--- src/rtl/cnt_pkg.sv ---
package cnt_pkg;
  typedef enum logic [1:0] {
    OP_HOLD  = 2'd0,
    OP_COUNT = 2'd1,
    OP_LOAD  = 2'd2,
    OP_CLEAR = 2'd3
  } cnt_op_e;
endpackage

--- src/rtl/cnt_ctrl.sv ---
module cnt_ctrl
  import cnt_pkg::*;
(
  input  logic    clr_ni,
  input  logic    load_ni,
  input  logic    en_p_i,
  input  logic    en_t_i,
  output cnt_op_e op_o
);
  // clear > load > count
  always_comb begin
    if (!clr_ni)                op_o = OP_CLEAR;
    else if (!load_ni)          op_o = OP_LOAD;
    else if (en_p_i && en_t_i)  op_o = OP_COUNT;
    else                        op_o = OP_HOLD;
  end
endmodule

--- src/rtl/cnt_next.sv ---
module cnt_next
  import cnt_pkg::*;
#(
  parameter int WIDTH = 4
) (
  input  cnt_op_e          op_i,
  input  logic [WIDTH-1:0] q_i,
  input  logic [WIDTH-1:0] data_i,
  output logic [WIDTH-1:0] nxt_o
);
  logic [WIDTH:0]   ones_below;
  logic [WIDTH-1:0] inc;

  assign ones_below[0] = 1'b1;
  // bit i toggles only when every lower bit is one
  for (genvar i = 0; i < WIDTH; i++) begin : g_tog
    assign inc[i]          = q_i[i] ^ ones_below[i];
    assign ones_below[i+1] = ones_below[i] & q_i[i];
  end

  always_comb begin
    unique case (op_i)
      OP_CLEAR: nxt_o = '0;
      OP_LOAD:  nxt_o = data_i;
      OP_COUNT: nxt_o = inc;
      default:  nxt_o = q_i;
    endcase
  end
endmodule

--- src/rtl/cnt_tc.sv ---
module cnt_tc #(
  parameter int WIDTH = 4
) (
  input  logic [WIDTH-1:0] q_i,
  input  logic             en_t_i,
  output logic             tc_o
);
  assign tc_o = en_t_i & (&q_i);
endmodule

--- src/rtl/cnt_stage.sv ---
module cnt_stage
  import cnt_pkg::*;
#(
  parameter int WIDTH = 4
) (
  input  logic             clk_i,
  input  logic             rst_ni,
  input  logic             clr_ni,
  input  logic             load_ni,
  input  logic [WIDTH-1:0] data_i,
  input  logic             en_p_i,
  input  logic             en_t_i,
  output logic [WIDTH-1:0] q_o,
  output logic             tc_o
);
  cnt_op_e          op;
  logic [WIDTH-1:0] q_q, q_d;

  cnt_ctrl u_ctrl (
    .clr_ni (clr_ni),
    .load_ni(load_ni),
    .en_p_i (en_p_i),
    .en_t_i (en_t_i),
    .op_o   (op)
  );

  cnt_next #(.WIDTH(WIDTH)) u_next (
    .op_i  (op),
    .q_i   (q_q),
    .data_i(data_i),
    .nxt_o (q_d)
  );

  cnt_tc #(.WIDTH(WIDTH)) u_tc (
    .q_i   (q_q),
    .en_t_i(en_t_i),
    .tc_o  (tc_o)
  );

  always_ff @(posedge clk_i or negedge rst_ni) begin
    if (!rst_ni) q_q <= '0;
    else         q_q <= q_d;
  end

  assign q_o = q_q;
endmodule

--- config.mk ---
export PLATFORM = sky130hd
export DESIGN_NAME = cnt_stage
export DESIGN_NICKNAME = d
export VERILOG_FILES = /design/src/rtl/cnt_pkg.sv /design/src/rtl/cnt_ctrl.sv /design/src/rtl/cnt_next.sv /design/src/rtl/cnt_tc.sv /design/src/rtl/cnt_stage.sv
export SDC_FILE = /design/constraint.sdc
export NUM_CORES = 1
export LEC_CHECK = 0
export BUFFER_PORTS_ARGS = -buffer_cell sky130_fd_sc_hd__buf_2
export CAP_MARGIN = 20
export CORE_AREA = 2 2 39 41
export DETAILED_ROUTE_END_ITERATION = 10
export DIE_AREA = 0 0 41 43
export MAX_ROUTING_LAYER = met4
export SETUP_SLACK_MARGIN = 0.2
export SYNTH_ARGS = -nofsm -noshare
export SYNTH_HDL_FRONTEND = slang
export SYNTH_SLANG_ARGS = --single-unit
--- constraint.sdc ---
create_clock -name clk_i -period 2.1 [get_ports clk_i]
set_input_delay 0 -clock clk_i [delete_from_list [all_inputs] [get_ports clk_i]]
set_output_delay 0 -clock clk_i [all_outputs]
set_load 0.02 [all_outputs]
==> impl_metrics.py, run 1 <==
metrics = {
    "cts": {
        "path_clk_slew_ns": 0.04,
        "tritoncts": "built",
        "clk_latency_ns": 0.24,
        "cts_max_path_buffers": 2,
        "cts_setup_buffers": 0,
        "cts.sinks": 4,
        "cts-resized-gates": 0,
        "ctsHoldBuffers": 1,
        "h-tree-depth": 1,
        "cts_root_buf": "clkbuf_4",
        "cts_made_buffers": 3,
    },
    "synthesis": {
        "syn-cell-area_um2": 224,
        "ys_ff_latch": 4,
        "synth_top_family_by_area": "compound AO/OA/AOI/OAI gates",
        "synth_seq_area_share_pct": 44.7,
        "syn_area_per_cell_um2": 10.7,
        "synth_nets": 33,
        "yosys_warnings": 0,
        "synth_fa_ha_area_share_pct": 11.2,
        "synth_xor_area_share_pct": 7.82,
        "synth_compound_area_share_pct": 17.9,
        "muxShareOfSynthArea_pct": 8.94,
        "ys_types": 9,
        "yosys.area_share.simple_pct": 9.50,
        "syn_inst": 21,
    },
    "power": {
        "ir_worst_vdd_uv": 232,
        "power.static_leakage_uw": 0.000189,
        "power.density_nw_per_um2": 654,
    },
    "final_layout": {
        "syn_to_final_growth_pct": 54.7,
        "final_core_util_pct": 25.0,
        "final_layout_size_suffix_gt1_share_pct": 48.7,
        "final_cells": 55,
        "nets": 53,
        "diodes": 0,
        "fill_cells": 151,
        "largest_reg_flops": 4,
    },
    "grt": {
        "antenna_found_initial": 0,
        "grt_max_degree": 9,
        "grt_pass1_vias": 204,
        "grt_usage_pct": 7.53,
        "grt_pass1_wl_um": 779,
        "gr-total-overflow": 0,
    },
    "setup_path": {
        "cp_data_arrival_time_ns": 1.37,
        "start_kind": "flip-flop",
        "reg2reg_to": "q_o[3]",
        "r2r_slack_ns": 0.84,
        "worstSetupPathType": "reg2reg",
        "reg2reg_depth": 5,
        "path_max_fanout": 3,
        "worstSetupEndpointType": "flip-flop",
        "cp.required_ns": 2.21,
        "r2r_start": "q_o[0]",
    },
    "sta": {
        "min_period_over_period_pct": 59.8,
        "maxSlewViolCount": 0,
        "worstMarginPinSlew_ns": 0.148,
        "period_needed_ns": 1.26,
        "rsz0062_at_grt": "false",
        "finClkSkew_ns": 0.00449,
        "hold_slack_ns": 0.0207,
        "slew_headroom_pct": 89.8,
        "fin_tns_setup_ns": 0,
        "max_freq_mhz": 796,
        "finalHoldViolations": 0,
        "setup_violations": 0,
    },
    "hold_path": {
        "min_to": "q_o[1]",
        "whs_path_depth": 2,
        "hold_path.startpoint": "load_ni",
        "min_path_type": "in2reg",
    },
    "detailed_routing": {
        "firstDrtPassIters": 1,
        "drtAntennaViolNets": 0,
        "viasPerCell": 4.00,
        "first_iter_violations": 0,
        "drt_wl_total_um": 505,
        "drc": 0,
        "wl_per_cell_um": 9.18,
        "via_count": 220,
    },
    "job": {
        "maxCapViolCount": 0,
    },
    "run_status": {
        "status": "complete, no violations",
    },
    "floorplanning": {
        "die_h_um": 43,
        "num_rows": 14,
        "ios": 15,
        "dieWidth_um": 41,
        "start_util_pct": 16.2,
        "core_um2": 1380,
        "floorplan.die_area_um2": 1760,
    },
    "placed_design": {
        "numPlacedInstances": 51,
        "portBuffers": 14,
        "gp_congestion": 0.648,
    },
}
[cells in the final DEF, fill, tap and decap left out]
cell type,n
buf_2,14
o21ai_0,4
a21oi_1,4
dfrtp_1,4
clkbuf_4,3
xor2_1,2
mux2i_1,2
ha_1,2
and4_2,1
nand2_2,1
nand3_1,1
dlygate4sd3_1,1
[synth_stat cells (all sizes together)]
| library cell | n | share of area, % |
|---|---|---|
| dfrtp | 4 | 45 |
| nand2 | 1 | 2.8 |
| nand3 | 1 | 2.2 |
| o21ai | 4 | 8.9 |
| a21oi | 4 | 8.9 |
| mux2i | 2 | 8.9 |
| xor2 | 2 | 7.8 |
| ha | 2 | 11 |
| and4 | 1 | 4.5 |
[report_power, final]
group | total (uW) | switching, uW | internal, uW
clock | 94.8 | 30.9 | 63.9
sequential | 88.0 | 4.72 | 83.3
combinational | 43.8 | 24.2 | 19.6
total | 227 | 59.8 | 167
[area by class of cell]
cell class	count	area (um^2)	share of cell area (%)
Clock buffer	3	22.5	6.50
Multi-Input combinational cell	17	124	35.7
Sequential cell	4	100	28.9
Tap cell	16	20.0	5.78
Timing Repair Buffer	15	80.1	23.1
[worst max-delay path, cell delays in order (launching register included)]
cell and delay (ns):
dfrtp_1 0.39, ha_1 0.21, ha_1 0.17, nand3_1 0.09, xor2_1 0.18, a21oi_1 0.09
[metrics by stage]
step,setup slack [ns],cell area (um^2),power (uW)
floorplan,0.825,224,110
finish,0.844,347,227
CTS,0.833,347,232
global placement,0.869,314,130
detailed placement,0.853,314,132
global route,0.772,347,245
[logic make-up after synthesis]
family                   Yosys count
AO/OA/AOI/OAI                      8
XOR/XNOR                           2
adder cells (fa/ha/maj)            2
flip-flops                         4
multiplexers                       2
AND/OR/NAND/NOR                    3
[worst max-delay path by stage]
stage                 from     end  slack [ns]  cells past startpoint
finish              q_o[0]  q_o[3]        0.84                      5
global route        q_o[0]  q_o[3]        0.77                      5
CTS                 q_o[0]  q_o[3]        0.83                      5
detailed placement  q_o[0]  q_o[3]        0.85                      5
global placement    q_o[0]  q_o[3]        0.87                      5
floorplan           q_o[0]  q_o[3]        0.83                      5
[per-layer routing]
layer,global-route usage (%),wire (um)
met2,8.75,228
met3,3.14,57
met1,7.79,219
met4,10.0,0
met5,-,0
(Power assumes the default switching activity.)
==> run 2, diff against run 1 <==
- clock period: 2.1 -> 1 ns (I/O delays scaled with it)
==> impl_metrics.py, run 2 (synthesis results as in run 1) <==
metrics = {
    "run_status": {
        "status": "complete, but fails checks",
        "failed_checks": "negative setup slack",
    },
    "setup_path": {
        "r2r_start": "q_o[0]",
        "r2r_slack_ns": -0.16,
        "reg2reg_depth": 4,
        "path_cells": "ha_4, ha_4, mux2i_2, a21oi_1",
        "path_buf_inv": 0,
        "cp.required_ns": 1.11,
        "slowest_stage": "dfrtp_2",
        "cp_common_cell": "ha_4",
        "path_max_fanout": 2,
        "start_kind": "flip-flop",
        "worstSetupPathType": "reg2reg",
        "cpLargestDelayFamily": "flip-flops",
        "crit_start": "q_o[0]",
        "worstSetupEndpointType": "flip-flop",
        "reg2reg_to": "q_o[2]",
        "max_stage_delay_ns": 0.42,
        "cp_data_arrival_time_ns": 1.27,
    },
    "grt": {
        "grt_pass1_vias": 241,
        "gr-total-overflow": 0,
        "antenna_found_initial": 0,
        "grt_pass1_wl_um": 903,
        "grt_usage_pct": 8.26,
        "grt_max_degree": 9,
    },
    "detailed_routing": {
        "drtAntennaViolNets": 0,
        "viasPerCell": 3.80,
        "first_iter_violations": 1,
        "drt_wl_total_um": 624,
        "wl_per_cell_um": 9.75,
        "firstDrtPassIters": 2,
        "via_count": 243,
        "drc": 0,
    },
    "sta": {
        "max_freq_mhz": 859,
        "period_needed_ns": 1.16,
        "finalHoldViolations": 0,
        "setup_violations": 6,
        "worstMarginPinSlew_ns": 0.158,
        "slew_headroom_pct": 89.1,
        "rsz0062_at_grt": "true",
        "fin_ws_ns": -0.164,
        "min_period_over_period_pct": 116,
        "finClkSkew_ns": 0.00740,
        "maxSlewViolCount": 0,
    },
    "placed_design": {
        "gp_congestion": 0.608,
        "portBuffers": 14,
        "place_area_um2": 369,
        "place_ws_ns": -0.162,
    },
    "final_layout": {
        "fill_cells": 133,
        "syn_to_final_growth_pct": 132,
        "final_cell_mix": "buf_6 (10), buf_2 (9), o21ai_0 (4), a21oi_1 (4)",
        "seqCellArea_um2": 103,
        "final_common_cell": "buf_6",
        "final_layout_size_suffix_gt1_share_pct": 72.9,
        "stdcell_area_um2": 519,
        "largest_reg_flops": 4,
        "multi_input_area_um2": 180,
        "nets": 61,
        "diodes": 0,
    },
    "floorplanning": {
        "dieWidth_um": 41,
        "die_h_um": 43,
        "floorplan.die_area_um2": 1760,
        "ios": 15,
        "start_util_pct": 16.2,
        "num_rows": 14,
        "core_um2": 1380,
    },
    "cts": {
        "h-tree-depth": 1,
        "cts_root_buf": "clkbuf_4",
        "clk_latency_ns": 0.23,
        "cts_max_path_buffers": 2,
        "cts_made_buffers": 3,
        "path_clk_slew_ns": 0.04,
        "cts.sinks": 4,
        "tritoncts": "built",
    },
    "power": {
        "power.density_nw_per_um2": 1130,
        "power.static_leakage_uw": 0.000234,
        "ir_worst_vdd_uv": 456,
        "total_power_uw": 585,
    },
    "hold_path": {
        "min_to": "q_o[0]",
        "min_path_type": "in2reg",
        "hold_path.startpoint": "clr_ni",
        "whs_path_depth": 3,
    },
    "job": {
        "maxCapViolCount": 0,
    },
}
## run 2: changes by cell type in the layout (fill, tap and decap cells not counted), moves of 2 or more
cell,change
xor2_1,-2
buf_2,-5
dfrtp_2,+2
xor2_2,+2
ha_4,+2
dfrtp_1,-2
ha_1,-2
buf_4,+3
buf_6,+10
## run 2: worst reg2reg max path, cell delays in order (launching register included)
cell and delay (ns):
dfrtp_2 0.42, ha_4 0.17, ha_4 0.20, mux2i_2 0.16, a21oi_1 0.08
## run 2: area by class of cell
type | count | area share, %
Timing Repair Buffer | 23 | 36.6
Multi-Input combinational cell | 17 | 34.7
Clock buffer | 4 | 5.06
Tap cell | 16 | 3.86
Sequential cell | 4 | 19.8
## run 2: routing by layer
layer / wire length, um / GRT usage, % / vias up / share of wire, %
li1: - / - / 130 / -
met1: 285 / 10.1 / 99 / 46
met2: 290 / 10.6 / 14 / 46
met3: 48 / 3.14 / 0 / 7.7
met4: 0 / 6.00 / 0 / 0
met5: 0 / - / - / 0
## run 2: how the worst max path moves through the flow
stage	to	slack, ns	cells past startpoint
after floorplan	q_o[3]	-0.15	5
after global placement	q_o[3]	-0.16	5
after detailed placement	q_o[3]	-0.16	5
after CTS	q_o[3]	-0.18	5
after global routing	q_o[3]	-0.20	5
final	q_o[2]	-0.16	4
## run 2: stage by stage
step                      hold WS, ns  TNS (ns)  utilization (%)  instances
after floorplan                -0.296    -0.285                -         21
after global placement         -0.193    -0.270             26.7         54
after detailed placement       -0.191    -0.288             26.7         54
after CTS                     0.00502    -0.508             33.5         61
after global routing           0.0310    -0.923             37.5         64
final                          0.0142    -0.688             37.5         64
## run 2: power by group
group          switching (uW)  internal, uW
Sequential               12.4           176
Combinational            74.9           105
Clock                    67.3           150
## run 2: repair_timing
item,in CTS,in global routing
cloned,0,0
setup buffers,2,3
endpoints found under the hold margin,4,0
hold buffers,1,0
resized for setup,12,7
pin swaps,3,5
endpoints found under the setup margin,8,9
